File: src/rtl/lrsc_pkg.sv
package lrsc_pkg;
  typedef enum logic [1:0] {
    OP_NONE    = 2'b00,
    OP_RESERVE = 2'b01,
    OP_COND    = 2'b10,
    OP_SPARE   = 2'b11
  } lrsc_op_e;

  localparam int SIZE_W   = 2;
  localparam int STATUS_W = 4;
  localparam logic [STATUS_W-1:0] STATUS_HIT = 4'b0010;
endpackage

File: src/rtl/lrsc_resv_reg.sv
module lrsc_resv_reg
  import lrsc_pkg::*;
#(
  parameter int AW = 16
) (
  input  logic              clk,
  input  logic              rst,
  input  logic              set_i,
  input  logic              clear_i,
  input  logic [AW-1:0]     addr_i,
  input  logic [SIZE_W-1:0] size_i,
  output logic              valid_q,
  output logic [AW-1:0]     addr_q,
  output logic [SIZE_W-1:0] size_q
);
  always_ff @(posedge clk) begin
    if (rst) begin
      valid_q <= 1'b0;
      addr_q  <= '0;
      size_q  <= '0;
    end else if (clear_i) begin
      valid_q <= 1'b0;
    end else if (set_i) begin
      valid_q <= 1'b1;
      addr_q  <= addr_i;
      size_q  <= size_i;
    end
  end

  p_clear_drops_r6: assert property (@(posedge clk) disable iff (rst)
    clear_i |=> !valid_q);
  p_set_records_r2: assert property (@(posedge clk) disable iff (rst)
    (set_i && !clear_i) |=> (valid_q && addr_q == $past(addr_i) && size_q == $past(size_i)));
  p_idle_holds_r9: assert property (@(posedge clk) disable iff (rst)
    (!set_i && !clear_i) |=> ($stable(valid_q) && $stable(addr_q) && $stable(size_q)));
endmodule

File: src/rtl/lrsc_match.sv
module lrsc_match
  import lrsc_pkg::*;
#(
  parameter int AW = 16
) (
  input  logic              valid_i,
  input  logic [AW-1:0]     resv_addr_i,
  input  logic [SIZE_W-1:0] resv_size_i,
  input  logic [AW-1:0]     req_addr_i,
  input  logic [SIZE_W-1:0] req_size_i,
  output logic              hit_o
);
  localparam int CW = AW + SIZE_W;

  logic [CW-1:0] lhs, rhs, bit_eq;

  assign lhs = {resv_size_i, resv_addr_i};
  assign rhs = {req_size_i, req_addr_i};

  for (genvar i = 0; i < CW; i++) begin : g_eq
    assign bit_eq[i] = ~(lhs[i] ^ rhs[i]);
  end

  assign hit_o = valid_i & (&bit_eq);
endmodule

File: src/rtl/lrsc_status.sv
module lrsc_status
  import lrsc_pkg::*;
(
  input  logic                clk,
  input  logic                rst,
  input  logic                cond_i,
  input  logic                hit_i,
  input  logic                ovf_i,
  output logic                done_q,
  output logic                ok_q,
  output logic [STATUS_W-1:0] status_q
);
  always_ff @(posedge clk) begin
    if (rst) begin
      done_q   <= 1'b0;
      ok_q     <= 1'b0;
      status_q <= '0;
    end else if (cond_i) begin
      done_q   <= 1'b1;
      ok_q     <= hit_i;
      status_q <= (hit_i ? STATUS_HIT : '0) | {{(STATUS_W-1){1'b0}}, ovf_i};
    end else begin
      done_q   <= 1'b0;
      ok_q     <= 1'b0;
      status_q <= '0;
    end
  end

  p_quiet_when_idle_r8: assert property (@(posedge clk) disable iff (rst)
    !done_q |-> (!ok_q && status_q == '0));
  p_done_follows_cond_r8: assert property (@(posedge clk) disable iff (rst)
    cond_i |=> done_q);
  p_nibble_shape_r5: assert property (@(posedge clk) disable iff (rst)
    done_q |-> (status_q[3:2] == 2'b00 && status_q[1] == ok_q));
  p_ovf_passes_r5: assert property (@(posedge clk) disable iff (rst)
    cond_i |=> (status_q[0] == $past(ovf_i)));
endmodule

File: src/rtl/lrsc_monitor.sv
module lrsc_monitor
  import lrsc_pkg::*;
#(
  parameter int AW = 16
) (
  input  logic                clk,
  input  logic                rst,
  input  logic [1:0]          req_op,
  input  logic [SIZE_W-1:0]   req_size,
  input  logic [AW-1:0]       req_addr,
  input  logic                sum_ovf,
  input  logic                inval,
  output logic                store_ok,
  output logic                status_done,
  output logic [STATUS_W-1:0] status,
  output logic                resv_valid,
  output logic [AW-1:0]       resv_addr,
  output logic [SIZE_W-1:0]   resv_size
);
  lrsc_op_e op;
  logic     is_reserve, is_cond, raw_hit, hit;

  assign op         = lrsc_op_e'(req_op);
  assign is_reserve = (op == OP_RESERVE);
  assign is_cond    = (op == OP_COND);

  lrsc_resv_reg #(.AW(AW)) u_resv (
    .clk     (clk),
    .rst     (rst),
    .set_i   (is_reserve),
    .clear_i (is_cond | inval),
    .addr_i  (req_addr),
    .size_i  (req_size),
    .valid_q (resv_valid),
    .addr_q  (resv_addr),
    .size_q  (resv_size)
  );

  lrsc_match #(.AW(AW)) u_match (
    .valid_i     (resv_valid),
    .resv_addr_i (resv_addr),
    .resv_size_i (resv_size),
    .req_addr_i  (req_addr),
    .req_size_i  (req_size),
    .hit_o       (raw_hit)
  );

  assign hit = raw_hit & ~inval;

  lrsc_status u_status (
    .clk      (clk),
    .rst      (rst),
    .cond_i   (is_cond),
    .hit_i    (hit),
    .ovf_i    (sum_ovf),
    .done_q   (status_done),
    .ok_q     (store_ok),
    .status_q (status)
  );

  p_no_resv_no_ok_r4: assert property (@(posedge clk) disable iff (rst)
    (is_cond && !resv_valid) |=> !store_ok);
  p_inval_drops_r7: assert property (@(posedge clk) disable iff (rst)
    inval |=> !resv_valid);
  p_inval_fails_store_r7: assert property (@(posedge clk) disable iff (rst)
    (is_cond && inval) |=> !store_ok);
endmodule

File: config.mk
export PLATFORM = sky130hd
export DESIGN_NAME = lrsc_monitor
export DESIGN_NICKNAME = d
export VERILOG_FILES = /design/src/rtl/lrsc_pkg.sv /design/src/rtl/lrsc_resv_reg.sv /design/src/rtl/lrsc_match.sv /design/src/rtl/lrsc_status.sv /design/src/rtl/lrsc_monitor.sv
export SDC_FILE = /design/constraint.sdc
export NUM_CORES = 1
export LEC_CHECK = 0
export ABC_AREA = 1
export BUFFER_PORTS_ARGS = -buffer_cell sky130_fd_sc_hd__buf_4
export CAP_MARGIN = 20
export CORE_MARGIN = 8
export CORE_UTILIZATION = 47
export DETAILED_ROUTE_END_ITERATION = 12
export GPL_ROUTABILITY_DRIVEN = 1
export PLACE_DENSITY = 0.78
export SYNTH_ARGS = -nofsm -noshare
export SYNTH_HDL_FRONTEND = slang
export SYNTH_SLANG_ARGS = --single-unit
File: constraint.sdc
create_clock -name clk -period 1.2 [get_ports clk]
set_clock_uncertainty 0.15 [all_clocks]
set_input_delay 0.06 -clock clk [delete_from_list [all_inputs] [get_ports clk]]
set_output_delay 0.06 -clock clk [all_outputs]
set_load 0.02 [all_outputs]
==> reports/qor.yml, run 1 <==
status:
  outcome: "complete, but fails checks"
  violations: "hold timing"
sta:
  hold_slack_ps: -117
  finalSetupViolations: 0
  rsz0062_at_grt: "false"
  finalMaxSlewViolations: 0
  setup_tns_ps: 0
  period_needed_ps: 1160
  period_share: 0.965
  clock.fmax_ghz: 0.864
  final_hold_viol_count: 3
synth:
  synth_common_cells: "nand2_1 (51), inv_1 (35), dfxtp_1 (22), nor2_1 (21), a211oi_2 (14)"
  syn_inst: 177
  synth.area.top_cells: "dfxtp_1 (36%), nand2_1 (16%), a211oi_2 (14%)"
  yosysTopAreaCell: "dfxtp_1"
  synth_cell_types: 22
  yosysSeqAreaShare: 0.357
  async_flop_share: 0
  synth_edf_count: 0
  synth_top_area_share: 0.357
  ys_ff_latch: 22
  synth_warnings: 0
  synthFlopType: "dfxtp_1"
  synth.most_common_cell: "nand2_1"
  netlist_area_mm2: 0.00123
  avgSynthCellArea_um2: 6.98
critical_path:
  crit_path_max_incr_delay_ps: 550
  worstSetupPathType: "in -> reg"
  slowest_stage: "dlygate4sd3_1"
  critPathMostFrequentCell: "nor2_1"
  path_buf_inv: 2
  path_cells: "dlygate4sd3_1 > buf_4 > xnor2_1 > nand2_1 > nor2_1 > nand3_1 > nor2_1"
  end_kind: "flip-flop"
  start_kind: "primary input"
  crit_fanout: 2
  path_delay_family: "buffers and inverters"
  critPathArrivalTime_ps: 1280
  required_ps: 1320
grt:
  gr-total-overflow: 0
  grt_pass1_vias: 1219
  antenna_found_initial: 0
  grt_use_total: 0.142
  grt_pass1_wl_mm: 5.19
  grt_max_degree: 33
floorplan:
  dieArea_mm2: 0.00452
  ios: 49
  die_width_um: 67.3
  fp.dieH_um: 67.3
  start_util: 0.498
  row_count: 18
  core_region_area_mm2: 0.00248
pwr:
  power_density_mw_per_mm2: 965
  ir_drop_mv: 0.830
  leakagePower_nw: 0.909
layout:
  drive_gt1_frac: 0.325
  num-nets-final: 268
  antenna_cells_inserted: 0
  finalInstanceArea_mm2: 0.00186
  syn_to_final_growth_pct: 50.3
cts:
  clk_pin_slew_ps: 130
  cts_htree_levels: 1
  numCtsBuffers: 3
  cts_tree: "built"
  clock-sinks: 22
  cts_hold_buf: 23
  cts_buffer_depth: 2
  clockRootBuffer: "clkbuf_4"
  clk_latency_ps: 320
routing:
  wl_mm: 3.20
  via_count: 1259
  drt-met1-wl_mm: 1.40
  drtPass1Iterations: 4
  dr_wl_met3_um: 272
  route.detailed.drc: 0
  wl_met2_mm: 1.50
  antenna_left: 0
  drtIter0Drc: 66
  viasPerCell: 4.61
  routed.top_layer: "met4"
  wire_per_inst_um: 11.7
placed_design:
  hpwl_mm: 2.32
  gp_congestion: 0.790
  io_buffers: 46
  postPlaceCellArea_mm2: 0.00157
run:
  max_cap_violations: 0
hold_path:
  timing.hold.worst.class: "in -> reg"
## tightest hold or removal path: stages
cell	delay, ps
buf_4	80
inv_2	40
nand2_2	90
nor2_4	50
## cell usage in the layout, fill, tap and decap left out, drive strengths merged, types with 2 or more instances in the layout
cell | synthesis | layout
clkbuf | 0 | 3
dfxtp | 22 | 22
nand3 | 5 | 5
nor2 | 24 | 24
xnor2 | 2 | 2
a21oi | 4 | 4
a211oi | 14 | 14
o21ai | 4 | 4
inv | 37 | 37
buf | 8 | 47
nand2 | 52 | 52
conb | 1 | 2
dlygate4sd3 | 0 | 21
## metal layers
| layer | global-route usage | vias to the layer above |
|---|---|---|
| met1 | 0.166 | 550 |
| li1 | - | 666 |
| met5 | 0 | - |
| met2 | 0.235 | 39 |
| met4 | 0.0601 | 0 |
| met3 | 0.0447 | 4 |
## area by class of cell
| class | instances | area, um2 |
|---|---|---|
| fill | 188 | 622 |
| multi-input combinational | 111 | 607 |
| timing repair buffer | 69 | 576 |
| sequential | 22 | 444 |
| inverter | 37 | 139 |
| tap | 30 | 37.5 |
| clock inverter | 1 | 30.0 |
| clock buffer | 3 | 22.5 |
## cells by family (layout without fill, tap and decap cells)
group,after synthesis,in the layout,synth area share
and+or+nand+nor,84,84,0.283
buffers and inverters,45,110,0.163
AOI/OAI and AO/OA,23,23,0.180
DFF,22,22,0.357
xor gates and xnor gates,2,2,0.0142
other,1,2,0.00304
## stage by stage
stage,hold slack (ps),utilization,setup slack [ps],cells,power [mW]
6_report,-117,0.749,42.0,273,1.79
5_1_grt,-116,0.749,1.06,273,1.87
4_1_cts,-95.6,0.749,63.6,275,1.80
3_5_place_dp,95.5,0.635,87.0,248,1.16
3_3_place_gp,93.2,0.635,133,248,1.15
2_1_floorplan,-16.7,-,56.8,178,1.01
## where the power goes
group / internal, mW / leakage (nW) / switching, mW
Clock: 0.338 / 0.0279 / 0.244
Sequential: 0.764 / 0.181 / 0.0232
Combinational: 0.206 / 0.701 / 0.217
## registers in the layout (all words and copies together), names as in the netlist
| signal | cells |
|---|---|
| u_resv.addr_q | 16 |
| u_status.done_q | 1 |
| u_resv.size_q | 2 |
| u_resv.valid_q | 1 |
| u_status.ok_q | 1 |
| u_status.status_q | 1 |
## path summary, 6_finish.rpt
kind               startpoint               end  slack (ps)  depth (start not counted)
max               req_addr[4]     u_status.ok_q          40                          7
min                 req_op[0]   u_status.done_q        -120                          4
max reg2reg  u_resv.size_q[0]     u_status.ok_q          80                          8
min reg2reg  u_resv.size_q[0]  u_resv.size_q[0]         340                          2
## repair_timing
action                                  CTS  global route
endpoints found under the setup margin    0             1
gates resized for setup                   0            10
hold endpoints to repair                 22             3
buffers inserted                          0             1
Power figures use the tool's default switching activity.
==> run 2, diff against run 1 <==
==> constraint.sdc (replaced) <==
create_clock -name clk -period 1.2 [get_ports clk]
set_clock_uncertainty 0.15 [all_clocks]
set_input_delay 0.24 -clock clk [delete_from_list [all_inputs] [get_ports clk]]
set_output_delay 0.24 -clock clk [all_outputs]
set_load 0.02 [all_outputs]
==> run 2 against run 1 <==
The run now ends clean. Fmax fell by 3.0%. Clock power fell by 42%. Routed wire length fell by 3.4%. Critical path depth fell by 6. Total power fell by 14%. First-iteration DRC count fell by 41%. Cell area fell by 4.7%. Critical endpoint is now resv_addr[4].
==> reports/qor.yml, run 2 (same netlist as run 1, synthesis figures left out) <==
cts:
  clk_pin_slew_ps: 120  # was 130 ps
  cts_buffer_depth: 2  # unchanged
  clock-sinks: 22  # unchanged
  cts_tree: "built"  # unchanged
  numCtsBuffers: 3  # unchanged
  clk_latency_ps: 300  # was 320 ps
  clockRootBuffer: "clkbuf_4"  # unchanged
  cts_htree_levels: 1  # unchanged
sta:
  finalSetupViolations: 0  # unchanged
  final_hold_viol_count: 0  # was 3
  period_share: 0.995  # was 0.965
  rsz0062_at_grt: "true"  # was false
  period_needed_ps: 1190  # was 1160 ps
  finalMaxSlewViolations: 0  # unchanged
  setup_tns_ps: 0  # unchanged
  clock.fmax_ghz: 0.838  # was 0.864 GHz
pwr:
  internal_power_mw: 1.08  # was 1.31 mW
  leakagePower_nw: 0.867  # was 0.909 nW
  power_density_mw_per_mm2: 866  # was 965 mW/mm2
  clockPowerShare: 0.220  # was 0.325
  seq_power_share: 0.519  # was 0.439
  ir_drop_mv: 0.710  # was 0.830 mV
  netSwitchingFraction: 0.297  # was 0.270
  switching_power_uw: 454  # was 484 uW
  p_comb_frac: 0.262  # was 0.236
layout:
  finalInstanceArea_mm2: 0.00177  # was 0.00186 mm2
  largest_reg_flops: 16  # unchanged
  register_area_um2: 465  # was 444 um2
  mostFrequentLayoutCell: "nand2_1"  # unchanged
  final_cell_mix: "nand2_1 (48), buf_4 (37), inv_1 (34)"  # was nand2_1 (49), buf_4 (47), inv_1 (32)
  top_register: "u_resv.addr_q"  # unchanged
  syn_to_final_growth_pct: 43.3  # was 50.3%
  drive_gt1_frac: 0.454  # was 0.325
  stdcell_count: 259  # was 273
  multi_input_area_um2: 614  # was 607 um2
  reg_top3: "u_resv.addr_q (16), u_resv.size_q (2)"  # unchanged
  antenna_cells_inserted: 0  # unchanged
  nFillCells: 220  # was 188
  num-nets-final: 255  # was 268
floorplan:
  start_util: 0.498  # unchanged
  die_width_um: 67.3  # unchanged
  fp.dieH_um: 67.3  # unchanged
  core_region_area_mm2: 0.00248  # unchanged
  row_count: 18  # unchanged
  dieArea_mm2: 0.00452  # unchanged
  ios: 49  # unchanged
critical_path:
  required_ps: 810  # was 1320 ps
  path_delay_family: "flip-flops"  # was buffers and inverters
  slowest_stage: "dfxtp_2"  # was dlygate4sd3_1
  critPathArrivalTime_ps: 800  # was 1280 ps
  worstSetupPathType: "reg -> out"  # was in -> reg
  path_cells: "buf_4"  # was dlygate4sd3_1 > buf_4 > xnor2_1 > nand2_1 > nor2_1 > nand3_1 > nor2_1
  crit_fanout: 2  # unchanged
  crit_path_max_incr_delay_ps: 350  # was 550 ps
  end_kind: "output pin"  # was flip-flop
  path_buf_inv: 1  # was 2
  start_kind: "flip-flop"  # was primary input
routing:
  via_count: 1203  # was 1259
  antenna_left: 0  # unchanged
  drtIter0Drc: 39  # was 66
  wl_mm: 3.09  # was 3.20 mm
  drtPass1Iterations: 4  # unchanged
  viasPerCell: 4.64  # was 4.61
  route.detailed.drc: 0  # unchanged
  wire_per_inst_um: 11.9  # was 11.7 um
hold_path:
  timing.hold.worst.class: "in -> reg"  # unchanged
grt:
  grt_pass1_wl_mm: 4.91  # was 5.19 mm
  grt_use_total: 0.135  # was 0.142
  grt_max_degree: 33  # unchanged
  gr-total-overflow: 0  # unchanged
  antenna_found_initial: 0  # unchanged
  grt_pass1_vias: 1139  # was 1219
placed_design:
  io_buffers: 46  # unchanged
  place_inst: 250  # was 248
  gp_congestion: 0.783  # was 0.790
  hpwl_mm: 2.37  # was 2.32 mm
  postPlaceCellArea_mm2: 0.00159  # was 0.00157 mm2
status:
  outcome: "finished, final reports clean"  # was complete, but fails checks
run:
  max_cap_violations: 0  # unchanged
[run 2: cell types whose count changed in the layout (fill, tap and decap cells not counted), sizes merged]
cell          delta
bufinv           -1
dlygate4sd3     -20
buf              +8
dlymetal6s4s     -1
[run 2: routing by layer]
layer  vias up  track usage  part of all wire
met5         -            0                 0
met4         0       0.0470            0.0087
met3         4       0.0447             0.073
met2        35        0.234              0.50
met1       528        0.152              0.41
li1        636            -                 -
[run 2: stage by stage]
stage | power, mW | utilization | setup slack, ps | hold WS (ps)
after floorplan | 1.01 | - | 56.8 | 163
after global placement | 1.16 | 0.641 | -48.6 | 274
after detailed placement | 1.17 | 0.641 | -103 | 285
after CTS | 1.52 | 0.685 | -1.76 | 44.3
after global routing | 1.61 | 0.714 | -49.9 | 36.0
final | 1.53 | 0.714 | 6.42 | 49.5
[run 2: worst paths after layout]
path | start | endpoint | slack, ps | cells past startpoint
max | u_resv.addr_q[4] | resv_addr[4] | 6 | 1
min | sum_ovf | u_status.status_q[0] | 50 | 2
max reg2reg | u_resv.addr_q[14] | u_status.ok_q | 40 | 8
min reg2reg | u_resv.addr_q[13] | u_resv.addr_q[13] | 350 | 2
[run 2: final cells by class]
class / count / area share
inverter: 37 / 0.0785
tap: 30 / 0.0212
clock buffer: 3 / 0.0127
timing repair buffer: 56 / 0.277
multi-input combinational: 111 / 0.347
sequential: 22 / 0.263
[run 2: power groups by stage]
stage | Clock, mW | Sequential (mW) | Combinational, mW
floorplan | 0 | 0.838 | 0.176
global placement | 0 | 0.800 | 0.356
detailed placement | 0 | 0.802 | 0.364
CTS | 0.349 | 0.790 | 0.384
global route | 0.372 | 0.799 | 0.439
finish | 0.337 | 0.794 | 0.401
[run 2: what timing repair did]
action,in CTS,in global routing
setup buffers,4,1
gates resized for setup,23,21
endpoints found under the setup margin,16,23
pin swaps,0,9
hold buffers,1,0
hold endpoints to repair,1,0
==> run 3, diff against run 2 <==
ABC_AREA = default   (was 1)
CAP_MARGIN = default   (was 20)
CORE_UTILIZATION = 44   (was 47)
PLACE_DENSITY = 0.77   (was 0.78)
==> run 3 against run 2 <==
The flow now finishes with violations (setup timing). Combinational power down 21%. Total power down 6.5%. Critical path type unchanged. Setup slack worse by 110 ps. Sequential share of layout area up 2.3 points. First-iteration DRC count down 13%. Synthesized cell count down 33%. Routed wire length down 6.0%. Sequential power down 3.1%.
==> reports/qor.yml, run 3 <==
status:
  outcome: "complete, but fails checks"  # was finished, final reports clean
  violations: "setup timing"
floorplan:
  die_width_um: 63.2  # was 67.3 um
  core_region_area_mm2: 0.00215  # was 0.00248 mm2
  start_util: 0.456  # was 0.498
  row_count: 17  # was 18
  ios: 49  # unchanged
  dieArea_mm2: 0.00399  # was 0.00452 mm2
  fp.dieH_um: 63.2  # was 67.3 um
synth:
  synth.most_common_cell: "nand2_1"  # unchanged
  synth_top_area_share: 0.450  # was 0.357
  synth_common_cells: "nand2_1 (36), dfxtp_1 (22), a21oi_1 (19), xor2_1 (13)"  # was nand2_1 (51), inv_1 (35), dfxtp_1 (22), nor2_1 (21), a211oi_2 (14)
  synth_cell_types: 20  # was 22
  synth_edf_count: 0  # unchanged
  netlist_area_um2: 980  # was 0.00123 mm2
  yosysTopAreaCell: "dfxtp_1"  # unchanged
  avgSynthCellArea_um2: 8.23  # was 6.98 um2
  synth_warnings: 0  # unchanged
  synthFlopType: "dfxtp_1"  # unchanged
  yosysSeqAreaShare: 0.450  # was 0.357
  syn_inst: 119  # was 177
  ys_ff_latch: 22  # unchanged
  async_flop_share: 0  # unchanged
  synth.area.top_cells: "dfxtp_1 (45%), nand2_1 (14%), xor2_1 (12%)"  # was dfxtp_1 (36%), nand2_1 (16%), a211oi_2 (14%)
pwr:
  ir_drop_mv: 0.762  # was 0.710 mV
  clockPowerShare: 0.243  # was 0.220
  p_comb_frac: 0.220  # was 0.262
  netSwitchingFraction: 0.266  # was 0.297
  internal_power_mw: 1.05  # was 1.08 mW
  power_density_mw_per_mm2: 859  # was 866 mW/mm2
  switching_power_uw: 381  # was 454 uW
  seq_power_share: 0.537  # was 0.519
  leakagePower_nw: 0.746  # was 0.867 nW
routing:
  route.detailed.drc: 0  # unchanged
  drtPass1Iterations: 4  # unchanged
  antenna_left: 0  # unchanged
  viasPerCell: 4.90  # was 4.64
  wl_mm: 2.91  # was 3.09 mm
  wire_per_inst_um: 13.6  # was 11.9 um
  via_count: 1044  # was 1203
  drtIter0Drc: 34  # was 39
cts:
  cts_buffer_depth: 2  # unchanged
  cts_tree: "built"  # unchanged
  numCtsBuffers: 3  # unchanged
  clock-sinks: 22  # unchanged
  clk_latency_ps: 300  # about the same
  clk_pin_slew_ps: 120  # about the same
  clockRootBuffer: "clkbuf_4"  # unchanged
  cts_htree_levels: 1  # unchanged
critical_path:
  crit_fanout: 2  # unchanged
  start_kind: "flip-flop"  # unchanged
  required_ps: 810  # about the same
  critPathArrivalTime_ps: 920  # was 800 ps
  end_kind: "output pin"  # unchanged
  rrSetupSlack_ps: -80  # was 40 ps
  worstSetupPathType: "reg -> out"  # unchanged
placed_design:
  place_inst: 202  # was 250
  io_buffers: 46  # unchanged
  gp_congestion: 0.815  # was 0.783
  hpwl_mm: 2.13  # was 2.37 mm
layout:
  drive_gt1_frac: 0.497  # was 0.454
  num-nets-final: 210  # was 255
  antenna_cells_inserted: 0  # unchanged
  register_area_um2: 477  # was 465 um2
  largest_reg_flops: 16  # unchanged
  top_register: "u_resv.addr_q"  # unchanged
  multi_input_area_um2: 494  # was 614 um2
  syn_to_final_growth_pct: 70.2  # was 43.3%
  reg_top3: "u_resv.addr_q (16), u_resv.size_q (2)"  # unchanged
  nFillCells: 161  # was 220
  stdcell_count: 213  # was 259
  mostFrequentLayoutCell: "buf_4"  # was nand2_1
  final_cell_mix: "buf_4 (40), nand2_1 (36), buf_6 (28)"  # was nand2_1 (48), buf_4 (37), inv_1 (34)
sta:
  setup_ws_ps: -106  # was 6.42 ps
  final_hold_viol_count: 0  # unchanged
  clock.fmax_ghz: 0.766  # was 0.838 GHz
  setup_tns_ps: -910  # was 0 ps
  period_needed_ps: 1310  # was 1190 ps
  rsz0062_at_grt: "true"  # unchanged
  period_share: 1.09  # was 0.995
  finalMaxSlewViolations: 0  # unchanged
  finalSetupViolations: 12  # was 0
grt:
  grt_use_total: 0.141  # was 0.135
  grt_pass1_wl_mm: 4.70  # was 4.91 mm
  antenna_found_initial: 0  # unchanged
  grt_pass1_vias: 1055  # was 1139
  gr-total-overflow: 0  # unchanged
  grt_max_degree: 20  # was 33
run:
  max_cap_violations: 0  # unchanged
hold_path:
  timing.hold.worst.class: "in -> reg"  # unchanged
run 3: cell count changes in the layout (fill, tap and decap cells not counted), sizes merged, moves of 13 or more:
cell	previous run	this run
nand2	52	36
inv	37	0
xor2	0	13
a21oi	4	19
a211oi	14	0
buf	55	68
nor2	24	1
run 3: repair_timing:
item	in CTS	in global routing
hold buffers	2	0
gates cloned	0	0
setup buffers	2	3
resized for setup	32	4
endpoints found under the setup margin	22	22
endpoints found under the hold margin	2	0
run 3: worst paths after layout:
kind / start / endpoint / cells past startpoint
max: u_resv.addr_q[14] / resv_addr[14] / 2
min: req_addr[8] / u_resv.addr_q[8] / 3
max reg2reg: u_resv.addr_q[1] / u_status.ok_q / 5
min reg2reg: u_resv.addr_q[12] / u_resv.addr_q[12] / 2
run 3: power groups by stage:
stage / clock network, mW / registers [mW] / logic, mW
6_report: 0.348 / 0.769 / 0.315
5_1_grt: 0.395 / 0.772 / 0.340
4_1_cts: 0.355 / 0.768 / 0.305
3_5_place_dp: 0 / 0.781 / 0.277
3_3_place_gp: 0 / 0.779 / 0.271
2_1_floorplan: 0 / 0.810 / 0.102
run 3: through the flow:
stage               utilization  instance area, um2  power, mW  worst slack (ps)  hold slack, ps
finish                    0.776                1670       1.43              -106            24.4
global route              0.776                1670       1.51              -199            3.60
CTS                       0.758                1630       1.43              -129            16.2
detailed placement        0.681                1460       1.06              -143             286
global placement          0.681                1460       1.05              -157             276
floorplan                     -                1010      0.912             -7.45             169
run 3: area by class of cell:
type,instances,share of cell area
Timing Repair Buffer,70,0.381
Clock buffer,4,0.0158
Multi-Input combinational cell,89,0.296
Tap cell,28,0.0210
Sequential cell,22,0.286
run 3: worst max-delay path, cell delays in order (launching register included):
cell and delay (ps):
dfxtp_4 360, buf_4 130, buf_6 120
run 3: layer usage:
metal / track usage / share of wire / vias to the layer above / wire length (um)
li1: - / - / 512 / -
met1: 0.144 / 0.39 / 468 / 1140
met2: 0.255 / 0.50 / 58 / 1450
met3: 0.0565 / 0.10 / 6 / 293
met4: 0.0501 / 0.0079 / 0 / 23
met5: 0 / 0 / - / 0
run 3: logic make-up (layout without fill, tap and decap cells):
family / Yosys count / after routing / share of synthesized area
DFF: 22 / 22 / 0.450
buffers and inverters: 9 / 74 / 0.0562
other: 1 / 2 / 0.00383
AOI/OAI and AO/OA: 19 / 19 / 0.0971
and+or+nand+nor: 50 / 50 / 0.232
xor gates and xnor gates: 18 / 18 / 0.161
